## src/rtl/ldiv_pkg.sv

```systemverilog
package ldiv_pkg;
    typedef enum logic [1:0] {
        ST_IDLE = 2'd0,
        ST_CALC = 2'd1,
        ST_FIX  = 2'd2
    } ldiv_st_e;

    localparam int FLG_X = 4;
    localparam int FLG_N = 3;
    localparam int FLG_Z = 2;
    localparam int FLG_V = 1;
    localparam int FLG_C = 0;
    localparam int FLG_W = 5;
endpackage

```

## src/rtl/ldiv_operand_prep.sv

```systemverilog
module ldiv_operand_prep #(
    parameter int W = 32
) (
    input  logic [W-1:0]   lo_i,
    input  logic [W-1:0]   hi_i,
    input  logic [W-1:0]   dvsr_i,
    input  logic           sgn_i,
    input  logic           wide_i,
    output logic [2*W-1:0] nmag_o,
    output logic [W-1:0]   dmag_o,
    output logic           nneg_o,
    output logic           dneg_o
);
    localparam int DW = 2 * W;

    logic [DW-1:0] full;

    always_comb begin
        if (wide_i)
            full = {hi_i, lo_i};
        else if (sgn_i)
            full = {{W{lo_i[W-1]}}, lo_i};
        else
            full = {{W{1'b0}}, lo_i};
        nneg_o = sgn_i & full[DW-1];
        dneg_o = sgn_i & dvsr_i[W-1];
        nmag_o = nneg_o ? (~full + 1'b1) : full;
        dmag_o = dneg_o ? (~dvsr_i + 1'b1) : dvsr_i;
    end
endmodule

```

## src/rtl/ldiv_nr_step.sv

```systemverilog
module ldiv_nr_step #(
    parameter int W = 32
) (
    input  logic [W+1:0]   p_i,
    input  logic [2*W-1:0] a_i,
    input  logic [W-1:0]   d_i,
    output logic [W+1:0]   p_o,
    output logic [2*W-1:0] a_o
);
    localparam int DW = 2 * W;

    logic [W+1:0] shifted;
    logic [W+1:0] dext;

    always_comb begin
        shifted = {p_i[W:0], a_i[DW-1]};
        dext    = {2'b00, d_i};
        if (p_i[W+1])
            p_o = shifted + dext;
        else
            p_o = shifted - dext;
        a_o = {a_i[DW-2:0], ~p_o[W+1]};
    end
endmodule

```

## src/rtl/ldiv_result_fix.sv

```systemverilog
module ldiv_result_fix
    import ldiv_pkg::*;
#(
    parameter int W = 32
) (
    input  logic [2*W-1:0]   qmag_i,
    input  logic             pneg_i,
    input  logic [W-1:0]     plow_i,
    input  logic [W-1:0]     d_i,
    input  logic             sgn_i,
    input  logic             nneg_i,
    input  logic             dneg_i,
    input  logic             same_i,
    input  logic [FLG_W-1:0] flg_i,
    output logic [W-1:0]     quo_o,
    output logic [W-1:0]     rem_o,
    output logic [FLG_W-1:0] flg_o,
    output logic             wq_o,
    output logic             wr_o
);
    localparam int DW = 2 * W;

    logic [DW-1:0]  q64;
    logic [W-1:0]   rmag;
    logic [DW-W:0]  top_bits;
    logic           ovf;

    always_comb begin
        rmag     = pneg_i ? (plow_i + d_i) : plow_i;
        q64      = (sgn_i && (nneg_i ^ dneg_i)) ? (~qmag_i + 1'b1) : qmag_i;
        rem_o    = (sgn_i && nneg_i) ? (~rmag + 1'b1) : rmag;
        quo_o    = q64[W-1:0];
        top_bits = q64[DW-1:W-1];
        if (sgn_i)
            ovf = !((&top_bits) || !(|top_bits));
        else
            ovf = |q64[DW-1:W];
        flg_o        = '0;
        flg_o[FLG_X] = flg_i[FLG_X];
        if (ovf) begin
            flg_o[FLG_N] = flg_i[FLG_N];
            flg_o[FLG_Z] = flg_i[FLG_Z];
            flg_o[FLG_V] = 1'b1;
            wq_o         = 1'b0;
            wr_o         = 1'b0;
        end else begin
            flg_o[FLG_N] = q64[W-1];
            flg_o[FLG_Z] = (q64[W-1:0] == '0);
            wq_o         = 1'b1;
            wr_o         = !same_i;
        end
    end
endmodule

```

## src/rtl/ldiv_unit.sv

```systemverilog
module ldiv_unit
    import ldiv_pkg::*;
#(
    parameter int W = 32
) (
    input  logic             clk,
    input  logic             rst_n,
    input  logic             go_i,
    input  logic             sgn_i,
    input  logic             wide_i,
    input  logic             same_i,
    input  logic [W-1:0]     lo_i,
    input  logic [W-1:0]     hi_i,
    input  logic [W-1:0]     dvsr_i,
    input  logic [FLG_W-1:0] flg_i,
    output logic             busy_o,
    output logic             fin_o,
    output logic             dz_o,
    output logic [W-1:0]     quo_o,
    output logic [W-1:0]     rem_o,
    output logic [FLG_W-1:0] flg_o,
    output logic             wq_o,
    output logic             wr_o
);
    localparam int DW = 2 * W;
    localparam int CW = $clog2(DW);

    typedef struct packed {
        ldiv_st_e         st;
        logic [CW-1:0]    cnt;
        logic [W+1:0]     p;
        logic [DW-1:0]    a;
        logic [W-1:0]     d;
        logic             sgn;
        logic             nneg;
        logic             dneg;
        logic             same;
        logic [FLG_W-1:0] fin_flg;
        logic [W-1:0]     quo;
        logic [W-1:0]     rem;
        logic [FLG_W-1:0] flg;
        logic             wq;
        logic             wr;
        logic             dz;
        logic             fin;
    } ldiv_s_t;

    ldiv_s_t s_d, s_q;

    logic [DW-1:0]    nmag;
    logic [W-1:0]     dmag;
    logic             nneg, dneg;
    logic [W+1:0]     step_p;
    logic [DW-1:0]    step_a;
    logic [W-1:0]     fx_quo, fx_rem;
    logic [FLG_W-1:0] fx_flg;
    logic             fx_wq, fx_wr;

    ldiv_operand_prep #(.W(W)) u_prep (
        .lo_i   (lo_i),
        .hi_i   (hi_i),
        .dvsr_i (dvsr_i),
        .sgn_i  (sgn_i),
        .wide_i (wide_i),
        .nmag_o (nmag),
        .dmag_o (dmag),
        .nneg_o (nneg),
        .dneg_o (dneg)
    );

    ldiv_nr_step #(.W(W)) u_step (
        .p_i (s_q.p),
        .a_i (s_q.a),
        .d_i (s_q.d),
        .p_o (step_p),
        .a_o (step_a)
    );

    ldiv_result_fix #(.W(W)) u_fix (
        .qmag_i (s_q.a),
        .pneg_i (s_q.p[W+1]),
        .plow_i (s_q.p[W-1:0]),
        .d_i    (s_q.d),
        .sgn_i  (s_q.sgn),
        .nneg_i (s_q.nneg),
        .dneg_i (s_q.dneg),
        .same_i (s_q.same),
        .flg_i  (s_q.fin_flg),
        .quo_o  (fx_quo),
        .rem_o  (fx_rem),
        .flg_o  (fx_flg),
        .wq_o   (fx_wq),
        .wr_o   (fx_wr)
    );

    always_comb begin
        s_d     = s_q;
        s_d.fin = 1'b0;
        s_d.dz  = 1'b0;
        s_d.wq  = 1'b0;
        s_d.wr  = 1'b0;
        unique case (s_q.st)
            ST_IDLE: begin
                if (go_i) begin
                    if (dvsr_i == '0) begin
                        s_d.fin = 1'b1;
                        s_d.dz  = 1'b1;
                        s_d.flg = flg_i;
                    end else begin
                        s_d.st      = ST_CALC;
                        s_d.cnt     = CW'(DW - 1);
                        s_d.p       = '0;
                        s_d.a       = nmag;
                        s_d.d       = dmag;
                        s_d.sgn     = sgn_i;
                        s_d.nneg    = nneg;
                        s_d.dneg    = dneg;
                        s_d.same    = same_i;
                        s_d.fin_flg = flg_i;
                    end
                end
            end
            ST_CALC: begin
                s_d.p = step_p;
                s_d.a = step_a;
                if (s_q.cnt == '0)
                    s_d.st = ST_FIX;
                else
                    s_d.cnt = s_q.cnt - 1'b1;
            end
            ST_FIX: begin
                s_d.quo = fx_quo;
                s_d.rem = fx_rem;
                s_d.flg = fx_flg;
                s_d.wq  = fx_wq;
                s_d.wr  = fx_wr;
                s_d.fin = 1'b1;
                s_d.st  = ST_IDLE;
            end
            default: s_d.st = ST_IDLE;
        endcase
    end

    always_ff @(posedge clk) begin
        if (!rst_n)
            s_q <= '{st: ST_IDLE, default: '0};
        else
            s_q <= s_d;
    end

    assign busy_o = (s_q.st != ST_IDLE);
    assign fin_o  = s_q.fin;
    assign dz_o   = s_q.dz;
    assign quo_o  = s_q.quo;
    assign rem_o  = s_q.rem;
    assign flg_o  = s_q.flg;
    assign wq_o   = s_q.wq;
    assign wr_o   = s_q.wr;
endmodule

```

## config.mk

```make
export PLATFORM = sky130hd
export DESIGN_NAME = ldiv_unit
export DESIGN_NICKNAME = d
export VERILOG_FILES = /design/src/rtl/ldiv_pkg.sv /design/src/rtl/ldiv_operand_prep.sv /design/src/rtl/ldiv_nr_step.sv /design/src/rtl/ldiv_result_fix.sv /design/src/rtl/ldiv_unit.sv
export SDC_FILE = /design/constraint.sdc
export NUM_CORES = 1
export LEC_CHECK = 0
export CELL_PAD_IN_SITES_DETAIL_PLACEMENT = 0
export CELL_PAD_IN_SITES_GLOBAL_PLACEMENT = 1
export CORE_AREA = 2 2 208 210
export DETAILED_ROUTE_END_ITERATION = 6
export DIE_AREA = 0 0 210 212
export PLACE_DENSITY_LB_ADDON = 0.1
export SYNTH_ARGS = -nofsm -noshare
export SYNTH_HDL_FRONTEND = slang
export SYNTH_SLANG_ARGS = --single-unit
```

## constraint.sdc

```tcl
create_clock -name clk -period 5.95 [get_ports clk]
set_input_delay 1.19 -clock clk [delete_from_list [all_inputs] [get_ports clk]]
set_output_delay 1.19 -clock clk [all_outputs]
set_load 0.01 [all_outputs]
```

# Word-level counts from Yosys, hierarchy flattened
# Index checks and enable logic that the tools add are counted.
# W data, S select, Z words.
[classes] muxes=24 addsub=8 reduce_logical=24 n_bitwise=11 n_eq_ne=7
[op_table] cell="$mux W147" n=2
[op_table] cell="$mux W64" n=4
[op_table] cell="$pmux W104 S2" n=1
[op_table] cell="$add A64 B1 Y64 const B" n=2
[op_table] cell="$not A64 Y64" n=2
[op_table] cell="$mux W32" n=3
[op_table] cell="$add A32 B1 Y32 const B" n=2
[op_table] cell="$logic_not A32 Y1" n=2
[op_table] cell="$not A32 Y32" n=2
[op_table] cell="$add A34 B32 Y34" n=1
[op_table] cell="$mux W34" n=1
[op_table] cell="$sub A34 B32 Y34" n=1
[op_table] cell="$reduce_and A33 Y1" n=1
[op_table] cell="$reduce_or A33 Y1" n=1
[op_table] cell="$add A32 B32 Y32" n=1
[op_table] cell="$reduce_or A32 Y1" n=1
[op_table] cell="$reduce_and A3 Y1" n=5
[op_table] cell="$mux W5" n=2
[op_table] cell="$ne A2 B2 Y1 const B" n=5
[op_table] cell="$pmux W5 S2" n=1
[op_table] cell="$logic_not A6 Y1" n=1
[op_table] cell="$mux W2" n=3
[op_table] cell="$mux W6" n=1
[op_table] cell="$reduce_bool A2 Y1" n=3
[op_table] cell="other kinds (16)" n=26
[totals] ff_bits=220 in_bits=107 elab_cells=91 output_inout_bits=74

# Longest topological paths before layout
[logic_depth] depth_word=10 depth_mapped=21 depth_no_buf=19

# By module
# A second synthesis with hierarchy kept.
[hier_totals] cells_unflattened=2717 hier_area_um2=19697.6
[by_module_without_submodules] mod="ldiv_unit" area_each_um2=8861.0 cells_each=1062 seq_area_each_um2=4404.2 instances=1
[by_module_without_submodules] mod="ldiv_result_fix" area_each_um2=5348.9 cells_each=824 seq_area_each_um2=0.0 instances=1
[by_module_without_submodules] mod="ldiv_nr_step" area_each_um2=2880.3 cells_each=418 seq_area_each_um2=0.0 instances=1
[by_module_without_submodules] mod="ldiv_operand_prep" area_each_um2=2607.5 cells_each=413 seq_area_each_um2=0.0 instances=1

# Worst setup path after synthesis
# OpenSTA, ideal clock, no wires.
[synth_timing] path_type="reg2reg" startpoint="reg s_q[211] (netlist name)" endpoint="reg s_q[114] (netlist name)" setup_slack_ns=0.984 arrival_time_ns=4.849 stages_incl_launch_ff=22 required_time_ns=5.834 path_buffers=7 synth_period_minus_slack_ns=4.966 setup_time_ns=0.116 path_cell_list="dfxtp_1 clkbuf_1 clkbuf_1 clkbuf_1 buf_1 buf_1 clkbuf_1 a31oi_1 xor2_1 ha_1 clkbuf_1 a2111oi_0 o21ai_0 o2bb2ai_1 o211ai_1 a21oi_1 o41ai_1 o21ai_0 nor2_1 a21oi_1 xor2_1 a31o_2"
[synth_between] elab_chain_cells=3
[synth_lines] item="from (decl)" line="ldiv_unit.sv:48" text="ldiv_s_t s_d, s_q;"
[synth_lines] item="from (signal assigned)" line="ldiv_unit.sv:146" text="s_q <= '{st: ST_IDLE, default: '0};"
[synth_lines] item="from (signal assigned)" line="ldiv_unit.sv:148" text="s_q <= s_d;"
[synth_lines] item="$mux W34" line="ldiv_nr_step.sv:18" text="if (p_i[W+1])"
[synth_lines] item="$not A1 Y1" line="ldiv_nr_step.sv:22" text="a_o = {a_i[DW-2:0], ~p_o[W+1]};"
[synth_lines] item="$pmux W104 S2" line="ldiv_unit.sv:102" text="unique case (s_q.st)"
# Every way passes these cells.
# A chain may end at the register's enable or synchronous reset.

# Worst setup path after layout
[layout_timing] startpoint="reg s_q[90] (netlist name)" endpoint="reg s_q[114] (netlist name)"
[layout_between] elab_chain_cells=4 elab_cells_between_ends=5 classes_between="2 x add/sub; 2 x mux; 1 x bitwise"
[layout_lines] item="$sub A34 B32 Y34 / $add A34 B32 Y34 (equally long branches)" line="ldiv_nr_step.sv:21, ldiv_nr_step.sv:19"
[layout_lines] item="$mux W34 *" line="ldiv_nr_step.sv:18"
[layout_lines] item="$not A1 Y1 *" line="ldiv_nr_step.sv:22"
[layout_lines] item="$pmux W104 S2 *" line="ldiv_unit.sv:102"
# Every way passes the cells marked *; elsewhere a longest branch is shown, timed or not.

==> flow_summary.json <==
{
  "fin_crit_ps": 5109,
  "antenna_found_initial": 3,
  "leakagePower_nw": 7.552,
  "synth.distinct_cells": 79,
  "core_um2": 42510,
  "r2r_slack_ps": 840,
  "slowest_stage": "nor3b_1",
  "slew_violations": 0,
  "synth-edff-count": 0,
  "ys.flop_type": "dfxtp_1",
  "numPortBuffers": 180,
  "path_class": "flip-flop to flip-flop",
  "syn_area_per_cell_um2": 7.448,
  "drt_iter0_drc": 1461,
  "required_ps": 6400,
  "fmax_ghz": 0.1958,
  "drtAntennaViolNets": 0,
  "pre_cts_slack_ps": 705.8,
  "die_w_um": 210,
  "rsz0062_at_grt": "false",
  "peakVddDrop_mv": 0.2163,
  "root_buffer": "clkbuf_16",
  "setup.worst_path.end_class": "flip-flop",
  "cts_buffers": 26,
  "ys_ff_latch": 218,
  "hold_viol": 0,
  "ctsHoldBuffers": 0,
  "fin_area_um2": 20650,
  "critPathMaxFanout": 6,
  "grt_usage_pct": 27.75,
  "cts_tree": "built",
  "cp.arrival_ps": 5560,
  "clk_latency_ps": 580,
  "routedWlPerCell_um": 21.03,
  "place.gp.congestion": 0.9259,
  "cp_cell_sequence": "nor3_1 -> nand2_1 -> nor4_1 -> nand2_1 -> nor3b_1 -> a21oi_1 -> xor2_1 -> ha_1 -> a21o_1 -> a31oi_1 -> o221ai_1 -> nor2_1 -> a21oi_1 -> o41ai_1 -> o21ai_0 -> nor2_1 -> a21oi_1 -> xor2_1 -> buf_4 -> a31o_2",
  "grt_max_degree": 108,
  "post_dp_cell_area_um2": 19760,
  "seqPwrFrac_pct": 25.1,
  "pwr-share-comb_pct": 52.7,
  "io_pins": 181,
  "post-cts-setup-buffers": 0,
  "finalSetupViolations": 0,
  "initial_core_util_pct": 42.46,
  "setup_tns_ps": 0,
  "grt_pass1_vias": 17370,
  "via_count": 18310,
  "layout-drive-gt1-share_pct": 5.240,
  "fin_skew_ps": 30.56,
  "path_delay_family": "simple AND/OR/NAND/NOR gates",
  "finalWirelength_um": 63310,
  "status": "finished, violations left",
  "syn_area_um2": 18050,
  "cts_max_level": 1,
  "async_reset_ff_share_pct": 0,
  "fin_crit_sh_pct": 85.86,
  "cp-start-kind": "flip-flop",
  "violations": "DRC",
  "tightest_slew_ps": 1082,
  "path_common_cell": "a21oi_1",
  "post-dp-hpwl_um": 48620,
  "fin_util_pct": 48.59,
  "overflow": 0,
  "die_area_um2": 44520,
  "p_int_w": 0.004220,
  "netlist_instances": 2423,
  "drc": 1,
  "layout_commonest_cell": "nor2_1",
  "synth_nets": 2604,
  "fp.dieH_um": 212,
  "hold_path.class": "flip-flop to flip-flop",
  "cts.sinks": 218,
  "layout_common_cells": "nor2_1 (301), dfxtp_1 (217), a21oi_1 (207), nand2_1 (183), clkdlybuf4s50_1 (180)",
  "final_nets": 2626,
  "p_sw_w": 0.003284,
  "drtPass1Iterations": 7,
  "ys_seq_area_share_pct": 24.18,
  "swShare_pct": 43.76,
  "pwr_density_cell_nw_per_um2": 363.3,
  "drt-vias-per-instance": 6.079,
  "pwr-share-clk_pct": 22.1,
  "maxCapViolCount": 0,
  "clock_path_buffers": 3,
  "clkSlewWorstSetupHoldPaths_ps": 60,
  "area.growth.synth_to_final_pct": 14.44,
  "slew_headroom_pct": 27.20,
  "max_stage_delay_ps": 600,
  "synth.yosys.warnings": 0,
  "std_cell_rows": 76,
  "cp.buffers_inverters": 1,
  "cts_resized": 0,
  "setup_ws_ps": 841.4,
  "grt_pass1_wl_um": 98250
}
## power groups by stage
stage	combinational [W]	clock, W	sequential, W
2_1_floorplan	0.00292	0	0.00177
3_3_place_gp	0.00390	0	0.00191
3_5_place_dp	0.00392	0	0.00191
4_1_cts	0.00395	0.00170	0.00188
5_1_grt	0.00439	0.00175	0.00191
6_report	0.00396	0.00166	0.00189
## synth_stat cells, types with 6 or more instances
master | n | share of area [%]
nand3_1 | 36 | 1.0
buf_1 | 11 | 0.23
o41ai_1 | 15 | 0.73
a221oi_1 | 9 | 0.44
a211oi_1 | 87 | 3.6
clkbuf_1 | 145 | 3.0
and4_1 | 7 | 0.34
xor2_1 | 115 | 5.6
and2_1 | 21 | 0.73
xnor2_1 | 103 | 5.0
a21o_1 | 31 | 1.3
nor3_1 | 76 | 2.1
nor2_1 | 304 | 6.3
dfxtp_1 | 218 | 24
inv_1 | 43 | 0.89
ha_1 | 72 | 5.0
o31ai_1 | 32 | 1.3
nand4_1 | 25 | 0.87
a211o_1 | 10 | 0.49
a31oi_1 | 38 | 1.3
a41oi_1 | 6 | 0.29
o21bai_1 | 10 | 0.42
or3_1 | 38 | 1.3
a311oi_1 | 14 | 0.68
nor4_1 | 41 | 1.4
nor2b_1 | 21 | 0.73
nor4b_1 | 6 | 0.29
or2_2 | 16 | 0.55
o211ai_1 | 12 | 0.50
a21oi_1 | 207 | 5.7
mux2i_1 | 18 | 1.0
and3_1 | 16 | 0.55
a222oi_1 | 53 | 2.9
a22oi_1 | 12 | 0.50
buf_4 | 70 | 2.9
nand2_1 | 183 | 3.8
nand2b_1 | 24 | 0.83
o21ai_0 | 126 | 3.5
o32ai_1 | 9 | 0.44
o221ai_1 | 8 | 0.39
o21a_1 | 17 | 0.71
or4_1 | 25 | 1.0
## stage by stage
| step | hold slack, ps | instances | power (W) |
|---|---|---|---|
| 6_report | 433.5 | 3011 | 0.007503 |
| 4_1_cts | 430.6 | 3008 | 0.007523 |
| 5_1_grt | 456.3 | 3010 | 0.008048 |
| 2_1_floorplan | 401.1 | 2423 | 0.004691 |
| 3_3_place_gp | 413.8 | 2963 | 0.005812 |
| 3_5_place_dp | 422.7 | 2963 | 0.005833 |
## cell families (layout without fill, tap and decap cells)
kind of cell / Yosys count / in the layout / share of synthesized area [%]
buffers and inverters: 273 / 312 / 7.259
XOR/XNOR: 218 / 218 / 10.58
other: 0 / 3 / 0
AND/OR/NAND/NOR: 869 / 869 / 23.52
flip-flops: 218 / 218 / 24.18
AO/OA/AOI/OAI: 749 / 749 / 28.00
multiplexers: 22 / 22 / 1.248
adder cells (fa/ha/maj): 74 / 74 / 5.214
## metal layers
layer	up-vias	wire, um	GRT usage, %	share of wire, %
li1	8997	-	-	-
met1	8724	26650	33.89	42
met2	478	31610	50.14	50
met3	104	2816	3.117	4.4
met4	2	2223	10.37	3.5
met5	-	10	0	0.016
## flip-flops by register name (all words and copies together), names as in the netlist
signal  count
s_q       145
quo_o      32
rem_o      32
flg_o       5
dz_o        1
fin_o       1
wq_o        1
wr_o        1
## path summary, 6_finish.rpt
kind,to,depth (start not counted),from
hold / removal,wr_o,1,s_q[78]
hold reg to reg,wr_o,1,s_q[78]
setup / recovery,s_q[114],20,s_q[90]
setup reg to reg,s_q[114],20,s_q[90]
## final cells by class
type / count / area (um^2)
Fill cell: 4244 / 21850
Multi-Input combinational cell: 1932 / 12400
Sequential cell: 218 / 4365
Timing Repair Buffer: 223 / 2137
Clock buffer: 37 / 772.0
Tap cell: 546 / 683.2
Inverter: 44 / 170.2
Clock inverter: 8 / 117.6
Antenna cell: 3 / 7.507
(Power assumes the default switching activity.)
